<file path="src/rtl/seq_ctl_pkg.sv">
package seq_ctl_pkg;
   localparam int OPC_W = 4;

   typedef enum logic [OPC_W-1:0] {
      OP_HALT  = 4'h0,
      OP_NOP   = 4'h1,
      OP_CMOV  = 4'h2,
      OP_IMOV  = 4'h3,
      OP_STORE = 4'h4,
      OP_LOAD  = 4'h5,
      OP_ALU   = 4'h6,
      OP_JUMP  = 4'h7,
      OP_CALL  = 4'h8,
      OP_RET   = 4'h9,
      OP_PUSH  = 4'hA,
      OP_POP   = 4'hB
   } op_t;
endpackage

</file>
<file path="src/rtl/ctl_reg_sel.sv">
module ctl_reg_sel
   import seq_ctl_pkg::*;
#(
   parameter int RID_W    = 4,
   parameter int STACK_ID = 4
) (
   input  logic [OPC_W-1:0] op,
   input  logic [RID_W-1:0] ra,
   input  logic [RID_W-1:0] rb,
   output logic [RID_W-1:0] src_a,
   output logic [RID_W-1:0] dst_e,
   output logic             dst_we
);
   localparam logic [RID_W-1:0] SP_ID   = RID_W'(STACK_ID);
   localparam logic [RID_W-1:0] NO_REG  = {RID_W{1'b1}};

   always_comb begin
      case (op)
         OP_CMOV, OP_STORE, OP_ALU, OP_PUSH: src_a = ra;
         OP_POP, OP_RET:                     src_a = SP_ID;
         default:                            src_a = NO_REG;
      endcase
   end

   always_comb begin
      case (op)
         OP_CMOV, OP_IMOV, OP_ALU:             dst_e = rb;
         OP_PUSH, OP_POP, OP_CALL, OP_RET:     dst_e = SP_ID;
         default:                              dst_e = NO_REG;
      endcase
   end

   assign dst_we = (dst_e != NO_REG);
endmodule

</file>
<file path="src/rtl/ctl_mem_sel.sv">
module ctl_mem_sel
   import seq_ctl_pkg::*;
#(
   parameter int XLEN = 64
) (
   input  logic [OPC_W-1:0] op,
   input  logic [XLEN-1:0]  alu_res,
   input  logic [XLEN-1:0]  opnd_a,
   input  logic [XLEN-1:0]  seq_pc,
   output logic [XLEN-1:0]  addr,
   output logic             rd,
   output logic             wr,
   output logic [XLEN-1:0]  wdata
);
   always_comb begin
      addr  = '0;
      rd    = 1'b0;
      wr    = 1'b0;
      wdata = '0;
      case (op)
         OP_STORE, OP_PUSH: begin
            addr  = alu_res;
            wr    = 1'b1;
            wdata = opnd_a;
         end
         OP_CALL: begin
            addr  = alu_res;
            wr    = 1'b1;
            wdata = seq_pc;
         end
         OP_LOAD: begin
            addr = alu_res;
            rd   = 1'b1;
         end
         OP_POP, OP_RET: begin
            addr = opnd_a;
            rd   = 1'b1;
         end
         default: ;
      endcase
   end
endmodule

</file>
<file path="src/rtl/ctl_pc_sel.sv">
module ctl_pc_sel
   import seq_ctl_pkg::*;
#(
   parameter int XLEN = 64
) (
   input  logic [OPC_W-1:0] op,
   input  logic             take_br,
   input  logic [XLEN-1:0]  imm_val,
   input  logic [XLEN-1:0]  seq_pc,
   input  logic [XLEN-1:0]  mem_rd_data,
   output logic [XLEN-1:0]  nxt
);
   always_comb begin
      if (op == OP_CALL)                  nxt = imm_val;
      else if (op == OP_JUMP && take_br)  nxt = imm_val;
      else if (op == OP_RET)              nxt = mem_rd_data;
      else                                nxt = seq_pc;
   end
endmodule

</file>
<file path="src/rtl/ctl_pc_reg.sv">
module ctl_pc_reg #(
   parameter int              XLEN      = 64,
   parameter logic [XLEN-1:0] PC_RST    = '0,
   parameter bit              ASYNC_RST = 1'b1
) (
   input  logic            clk,
   input  logic            rst_n,
   input  logic [XLEN-1:0] d,
   output logic [XLEN-1:0] q
);
   generate
      if (ASYNC_RST) begin : g_async
         always_ff @(posedge clk or negedge rst_n) begin
            if (!rst_n) q <= PC_RST;
            else        q <= d;
         end
      end else begin : g_sync
         always_ff @(posedge clk) begin
            if (!rst_n) q <= PC_RST;
            else        q <= d;
         end
      end
   endgenerate
endmodule

</file>
<file path="src/rtl/seq_ctl_decoder.sv">
module seq_ctl_decoder
   import seq_ctl_pkg::*;
#(
   parameter int  XLEN      = 64,
   parameter int  RID_W     = 4,
   parameter int  STACK_ID  = 4,
   parameter bit  ASYNC_RST = 1'b1
) (
   input  logic             clk,
   input  logic             rst_n,
   input  logic [3:0]       op_code,
   input  logic [RID_W-1:0] reg_a,
   input  logic [RID_W-1:0] reg_b,
   input  logic             take_br,
   input  logic [XLEN-1:0]  imm_val,
   input  logic [XLEN-1:0]  seq_pc,
   input  logic [XLEN-1:0]  opnd_a,
   input  logic [XLEN-1:0]  alu_res,
   input  logic [XLEN-1:0]  mem_rd_data,
   output logic [RID_W-1:0] rd_addr_a,
   output logic [RID_W-1:0] wb_addr_e,
   output logic             wb_en_e,
   output logic [XLEN-1:0]  dmem_addr,
   output logic             dmem_rd,
   output logic             dmem_wr,
   output logic [XLEN-1:0]  dmem_wdata,
   output logic [XLEN-1:0]  pc_next,
   output logic [XLEN-1:0]  pc_q
);
   localparam int MAX_ID = (1 << RID_W) - 1;

   generate
      if (XLEN < 8)              begin : g_bad_xlen  $error("XLEN must be at least 8"); end
      if (RID_W < 2)             begin : g_bad_rid   $error("RID_W must be at least 2"); end
      if (STACK_ID >= MAX_ID)    begin : g_bad_stack $error("STACK_ID collides with the no-register code"); end
   endgenerate

   ctl_reg_sel #(.RID_W(RID_W), .STACK_ID(STACK_ID)) u_reg (
      .op     (op_code),
      .ra     (reg_a),
      .rb     (reg_b),
      .src_a  (rd_addr_a),
      .dst_e  (wb_addr_e),
      .dst_we (wb_en_e)
   );

   ctl_mem_sel #(.XLEN(XLEN)) u_mem (
      .op      (op_code),
      .alu_res (alu_res),
      .opnd_a  (opnd_a),
      .seq_pc  (seq_pc),
      .addr    (dmem_addr),
      .rd      (dmem_rd),
      .wr      (dmem_wr),
      .wdata   (dmem_wdata)
   );

   ctl_pc_sel #(.XLEN(XLEN)) u_nxt (
      .op          (op_code),
      .take_br     (take_br),
      .imm_val     (imm_val),
      .seq_pc      (seq_pc),
      .mem_rd_data (mem_rd_data),
      .nxt         (pc_next)
   );

   ctl_pc_reg #(.XLEN(XLEN), .PC_RST('0), .ASYNC_RST(ASYNC_RST)) u_pc (
      .clk   (clk),
      .rst_n (rst_n),
      .d     (pc_next),
      .q     (pc_q)
   );
endmodule

</file>
<file path="config.mk">
export PLATFORM = sky130hd
export DESIGN_NAME = seq_ctl_decoder
export DESIGN_NICKNAME = d
export VERILOG_FILES = /design/src/rtl/seq_ctl_pkg.sv /design/src/rtl/ctl_reg_sel.sv /design/src/rtl/ctl_mem_sel.sv /design/src/rtl/ctl_pc_sel.sv /design/src/rtl/ctl_pc_reg.sv /design/src/rtl/seq_ctl_decoder.sv
export SDC_FILE = /design/constraint.sdc
export NUM_CORES = 1
export LEC_CHECK = 0
export CORE_AREA = 2 2 234 236
export DETAILED_ROUTE_END_ITERATION = 7
export DIE_AREA = 0 0 236 238
export PLACE_DENSITY = 0.39
export SYNTH_ARGS = -nofsm -noshare
export SYNTH_HDL_FRONTEND = slang
export SYNTH_SLANG_ARGS = --single-unit
</file>
<file path="constraint.sdc">
create_clock -name clk -period 2.08 [get_ports clk]
set_input_delay 0.416 -clock clk [delete_from_list [all_inputs] [get_ports clk]]
set_output_delay 0.416 -clock clk [all_outputs]
set_load 0.1 [all_outputs]
</file>
# [Word-level counts from Yosys, hierarchy flattened]
# Index checks and enable logic that the tools add are counted.
[totals] ff_bits=64 inputBits=335 out_inout_bits=267 wordCells=30
[classes] n_eq_ne=11 muxes=9 reduce_logical=9
[ops] operator="one-hot mux 64 bit (2 select lines)" n=2
[ops] operator="two-way mux 64 bit" n=3
[ops] operator="== test 4 x 3 -> 1 bit (second input constant)" n=4
[ops] operator="== test 4 bit (second input constant)" n=4
[ops] operator="one-hot mux 4 bit (2 select lines)" n=2
[ops] operator="OR reduction 4 bit" n=3
[ops] operator="OR reduction 3 bit" n=3
[ops] operator="== test 4 x 2 -> 1 bit (second input constant)" n=2
[ops] operator="!= test 4 bit (second input constant)" n=1
[ops] operator="OR reduction 2 bit" n=2
[ops] operator="two-way mux 1 bit" n=2
[ops] operator="logical AND 1 bit" n=1

# [Logic depth before layout (Yosys ltp)]
[depth] ltp_word=4 ltp_mapped=6 mapped_depth_nobuf=3

# [Cells and area by module]
# A second synthesis with hierarchy kept.
[unflattened] cells_unflattened=713 hier_area_um2=7960.1
[by_module_without_submodules] mod="ctl_mem_sel" instances=1 cells_per_inst=481 area_each_um2=4113.9 seq_area_each_um2=0.0
[by_module_without_submodules] mod="ctl_pc_sel" instances=1 cells_per_inst=145 area_each_um2=2114.5 seq_area_each_um2=0.0
[by_module_without_submodules] mod="ctl_pc_reg" instances=1 cells_per_inst=64 area_each_um2=1601.5 seq_area_each_um2=1601.5
[by_module_without_submodules] mod="ctl_reg_sel" instances=1 cells_per_inst=23 area_each_um2=130.1 seq_area_each_um2=0.0

# [Worst setup path before layout]
# No wires, ideal clock.
[synth_path] path_type="input to output" from="in op_code[1]" to="out dmem_rd" arrival_time_ns=3.172 path_slack_ns=-1.508 cell_stages=3 n_path_buf=1 cell_sequence="buf_4 -> or3b_4 -> a21boi_0"
[synth_via] elab_chain_cells=3
[synth_lines] item="start, declared" line_no="seq_ctl_decoder.sv:11" source="input logic [3:0] op_code,"
[synth_lines] item="== test 4 x 3 -> 1 bit / == test 4 bit (equally long branches)" line_no="ctl_mem_sel.sv:20" source="case (op)"
[synth_lines] item="OR reduction 3 bit (no line) *"
[synth_lines] item="two-way mux 1 bit *" line_no="ctl_mem_sel.sv:20"
[synth_lines] item="end, declared" line_no="seq_ctl_decoder.sv:24" source="output logic dmem_rd,"
# Mark *: on every way between the ends. The rest lies on a longest branch, timed or not.

# [Worst setup path in the final report]
[layout_path] from="in op_code[1]" to="out pc_next[3]"
[layout_via] elab_chain_cells=4
[layout_lines] item="== test 4 bit / == test 4 x 3 -> 1 bit (equally long branches)" line_no="ctl_pc_sel.sv:16, ctl_pc_sel.sv:15"
[layout_lines] item="two-way mux 64 bit / logical AND 1 bit (equally long branches)" line_no="ctl_pc_sel.sv:16, ctl_pc_sel.sv:15"
[layout_lines] item="two-way mux 64 bit" line_no="ctl_pc_sel.sv:15" source="else if (op == OP_JUMP && take_br) nxt = imm_val;"
[layout_lines] item="two-way mux 64 bit *" line_no="ctl_pc_sel.sv:14" source="if (op == OP_CALL) nxt = imm_val;"
[layout_lines] item="end, declared" line_no="seq_ctl_decoder.sv:27" source="output logic [XLEN-1:0] pc_next,"
# Marks and branches as above.

==> impl_metrics.json <==
{
  "largest-register": "u_pc.q",
  "synthTopCellsByCount": "128 x a22o_1, 128 x mux2_2, 64 x dfrtp_1, 26 x buf_2, 7 x clkbuf_1",
  "slew_viol_final": 0,
  "synth_seq_cells": 64,
  "fin_crit_sh_pct": 119,
  "worst_slew_pin_slew_ns": 0.327,
  "slew_headroom_pct": 78.1,
  "numCtsBuffers": 9,
  "rsz0062_at_grt": "yes",
  "pwr-share-clk_pct": 19.6,
  "n_antenna_cell": 0,
  "die_area_sq_um": 56200,
  "yosysWarnings": 0,
  "total_leakage_power_nw": 7.48,
  "drtPass1Iterations": 4,
  "power_frac_seq_pct": 14.6,
  "cts_tree": "yes",
  "rows": 85,
  "grt_max_degree": 36,
  "grt_overflow": 0,
  "synth_top_area_share_pct": 34.3,
  "drive_gt1_share_pct": 62.7,
  "cp.arrival_ns": 2.06,
  "cts.sinks": 64,
  "post-dp-hpwl_um": 33000,
  "ant_nets": 0,
  "cp_max_fo": 8,
  "nets": 1437,
  "fmax_mhz": 403,
  "crit_required_ns": 1.66,
  "avgSynthCellArea_sq_um": 11.8,
  "postSynth.asyncResetShare_pct": 100,
  "p_sw_w": 0.00449,
  "cpPeakStageDelay_ns": 0.34,
  "cts-root-buf": "clkbuf_16",
  "vias": 6588,
  "vias_per_cell": 3.65,
  "cp-start-kind": "primary input",
  "gp_congestion": 0.766,
  "n_fill_cell": 5363,
  "multiInputGateArea_sq_um": 4400,
  "synth_seq_area_share_pct": 34.3,
  "final_cell_area_sq_um": 16900,
  "min_path_type": "primary input to async pin",
  "ios": 602,
  "grt_pass1_wl_um": 59600,
  "clockBufferDepth": 2,
  "violations": "setup timing",
  "synth_edf_count": 0,
  "slowest_stage": "and4bb_4",
  "finalWorstPathRequiredPeriod_ns": 2.48,
  "portBuffers": 601,
  "setup_viol_count_final": 194,
  "synthToLayoutAreaGrowth_pct": 261,
  "top_regs": "u_pc.q: 64 flops",
  "antenna_found_initial": 0,
  "outcome": "finished, violations left",
  "synth_nets": 731,
  "setup_slack_ns": -0.399,
  "yosys-top-cells-area": "dfrtp_1 34%, mux2_2 31%, a22o_1 24%",
  "synth_top_flop_cell": "dfrtp_1",
  "synth_area_sq_um": 4670,
  "cap_violations": 0,
  "vdd_drop_max_uv": 366,
  "routedWlPerCell_um": 23.8,
  "synth_cell_types": 28,
  "seqCellArea_sq_um": 1600,
  "initial_core_util_pct": 8.73,
  "power_w": 0.00941,
  "clk_pin_slew_ns": 0.06,
  "core_area_sq_um": 53500,
  "die_y_um": 238,
  "path_cells": "buf_6 > and4bb_4 > buf_6 > buf_12 > buf_16 > mux2_4 > mux2_4 > buf_12",
  "largest_reg_flops": 64,
  "drc_errors": 0,
  "routed_wl_um": 42900,
  "synthesis.instances": 396,
  "place_area_sq_um": 15500,
  "hold_viol_final": 0,
  "grt_pass1_vias": 7771,
  "critPathKind": "primary input to output port",
  "power_density_nw_per_um2": 558,
  "drt-initial-drc-count": 127,
  "swShare_pct": 47.7,
  "p_int_w": 0.00492,
  "grt_usage_pct": 15.1,
  "p_comb_share_pct": 65.7,
  "die_w_um": 236,
  "worst_setup_path_end_kind": "output port",
  "yosys.area.top_type": "dfrtp_1",
  "cts-htree-levels": 3
}
## layout by cell type, fill, tap and decap left out, types with 3 or more instances in the layout
cell,instances
o21a_1,3
clkbuf_8,6
buf_16,20
dfrtp_1,64
a21oi_4,3
o21ai_2,3
buf_12,225
clkdlybuf4s50_1,328
a22o_4,126
nor2b_1,4
clkbuf_16,10
buf_4,149
mux2_4,113
mux2_2,15
buf_6,10
## cells by family (layout without fill, tap and decap cells)
kind of cell | after synthesis | count (layout) | synth area share [%]
compound gates | 143 | 143 | 26.5
mux | 128 | 128 | 30.9
flops | 64 | 64 | 34.3
buf+inv | 44 | 755 | 5.52
simple gates | 17 | 17 | 2.79
## critical path, delay by kind of cell
kind / cells / cell delay [ns]
buf+inv: 5 / 0.68
mux: 2 / 0.61
simple gates: 1 / 0.34
## per-layer routing
layer	vias to the layer above	GRT usage, %	routed length, um
met5	-	0	0
met4	0	3.01	399
met3	18	5.96	3630
met2	356	28.1	23000
met1	3205	16.0	15900
li1	3009	-	-
## power groups by stage
stage                     Sequential, W  Clock [W]  Combinational, W
after floorplan                 0.00216          0           0.00267
after global placement          0.00140          0           0.00599
after detailed placement        0.00140          0           0.00598
after CTS                       0.00138    0.00196           0.00625
after global routing            0.00139    0.00200           0.00635
final                           0.00138    0.00185           0.00618
## final cells by class
| type | instances | area share [%] |
|---|---|---|
| Timing Repair Buffer | 738 | 57.2 |
| Multi-Input combinational cell | 288 | 26.1 |
| Sequential cell | 64 | 9.50 |
| Tap cell | 696 | 5.17 |
| Clock buffer | 15 | 1.83 |
| Clock inverter | 1 | 0.178 |
| Inverter | 1 | 0.0223 |
## what timing repair did
item / CTS / global route
gates resized for setup: 121 / 8
pin swaps: 9 / 5
endpoints found under the setup margin: 212 / 195
cloned: 17 / 1
hold endpoints to repair: 13 / 0
buffers inserted: 20 / 2
hold buffers: 1 / 0
## per-stage QoR
stage          utilization [%]  setup TNS, ns  setup slack [ns]  cells  hold slack [ns]
2_1_floorplan                -         -21.01            -0.202    396            0.120
3_3_place_gp              29.0        -170.20            -0.835   1751            0.319
3_5_place_dp              29.0        -172.89            -0.860   1751            0.318
4_1_cts                   31.5         -63.68            -0.404   1803            0.439
5_1_grt                   31.5         -68.81            -0.445   1803            0.479
6_report                  31.5         -60.70            -0.399   1803            0.473
## final timing paths
kind                              from                   end  slack, ns  depth (start not counted)
max                         op_code[1]            pc_next[3]      -0.40                          8
min in group clk           imm_val[26]  u_pc.q[26]$_DFF_PN0_       0.69                          2
max in group asynchronous        rst_n  u_pc.q[57]$_DFF_PN0_       1.04                          3
min                              rst_n  u_pc.q[51]$_DFF_PN0_       0.47                          2
Power figures use the tool's default switching activity.
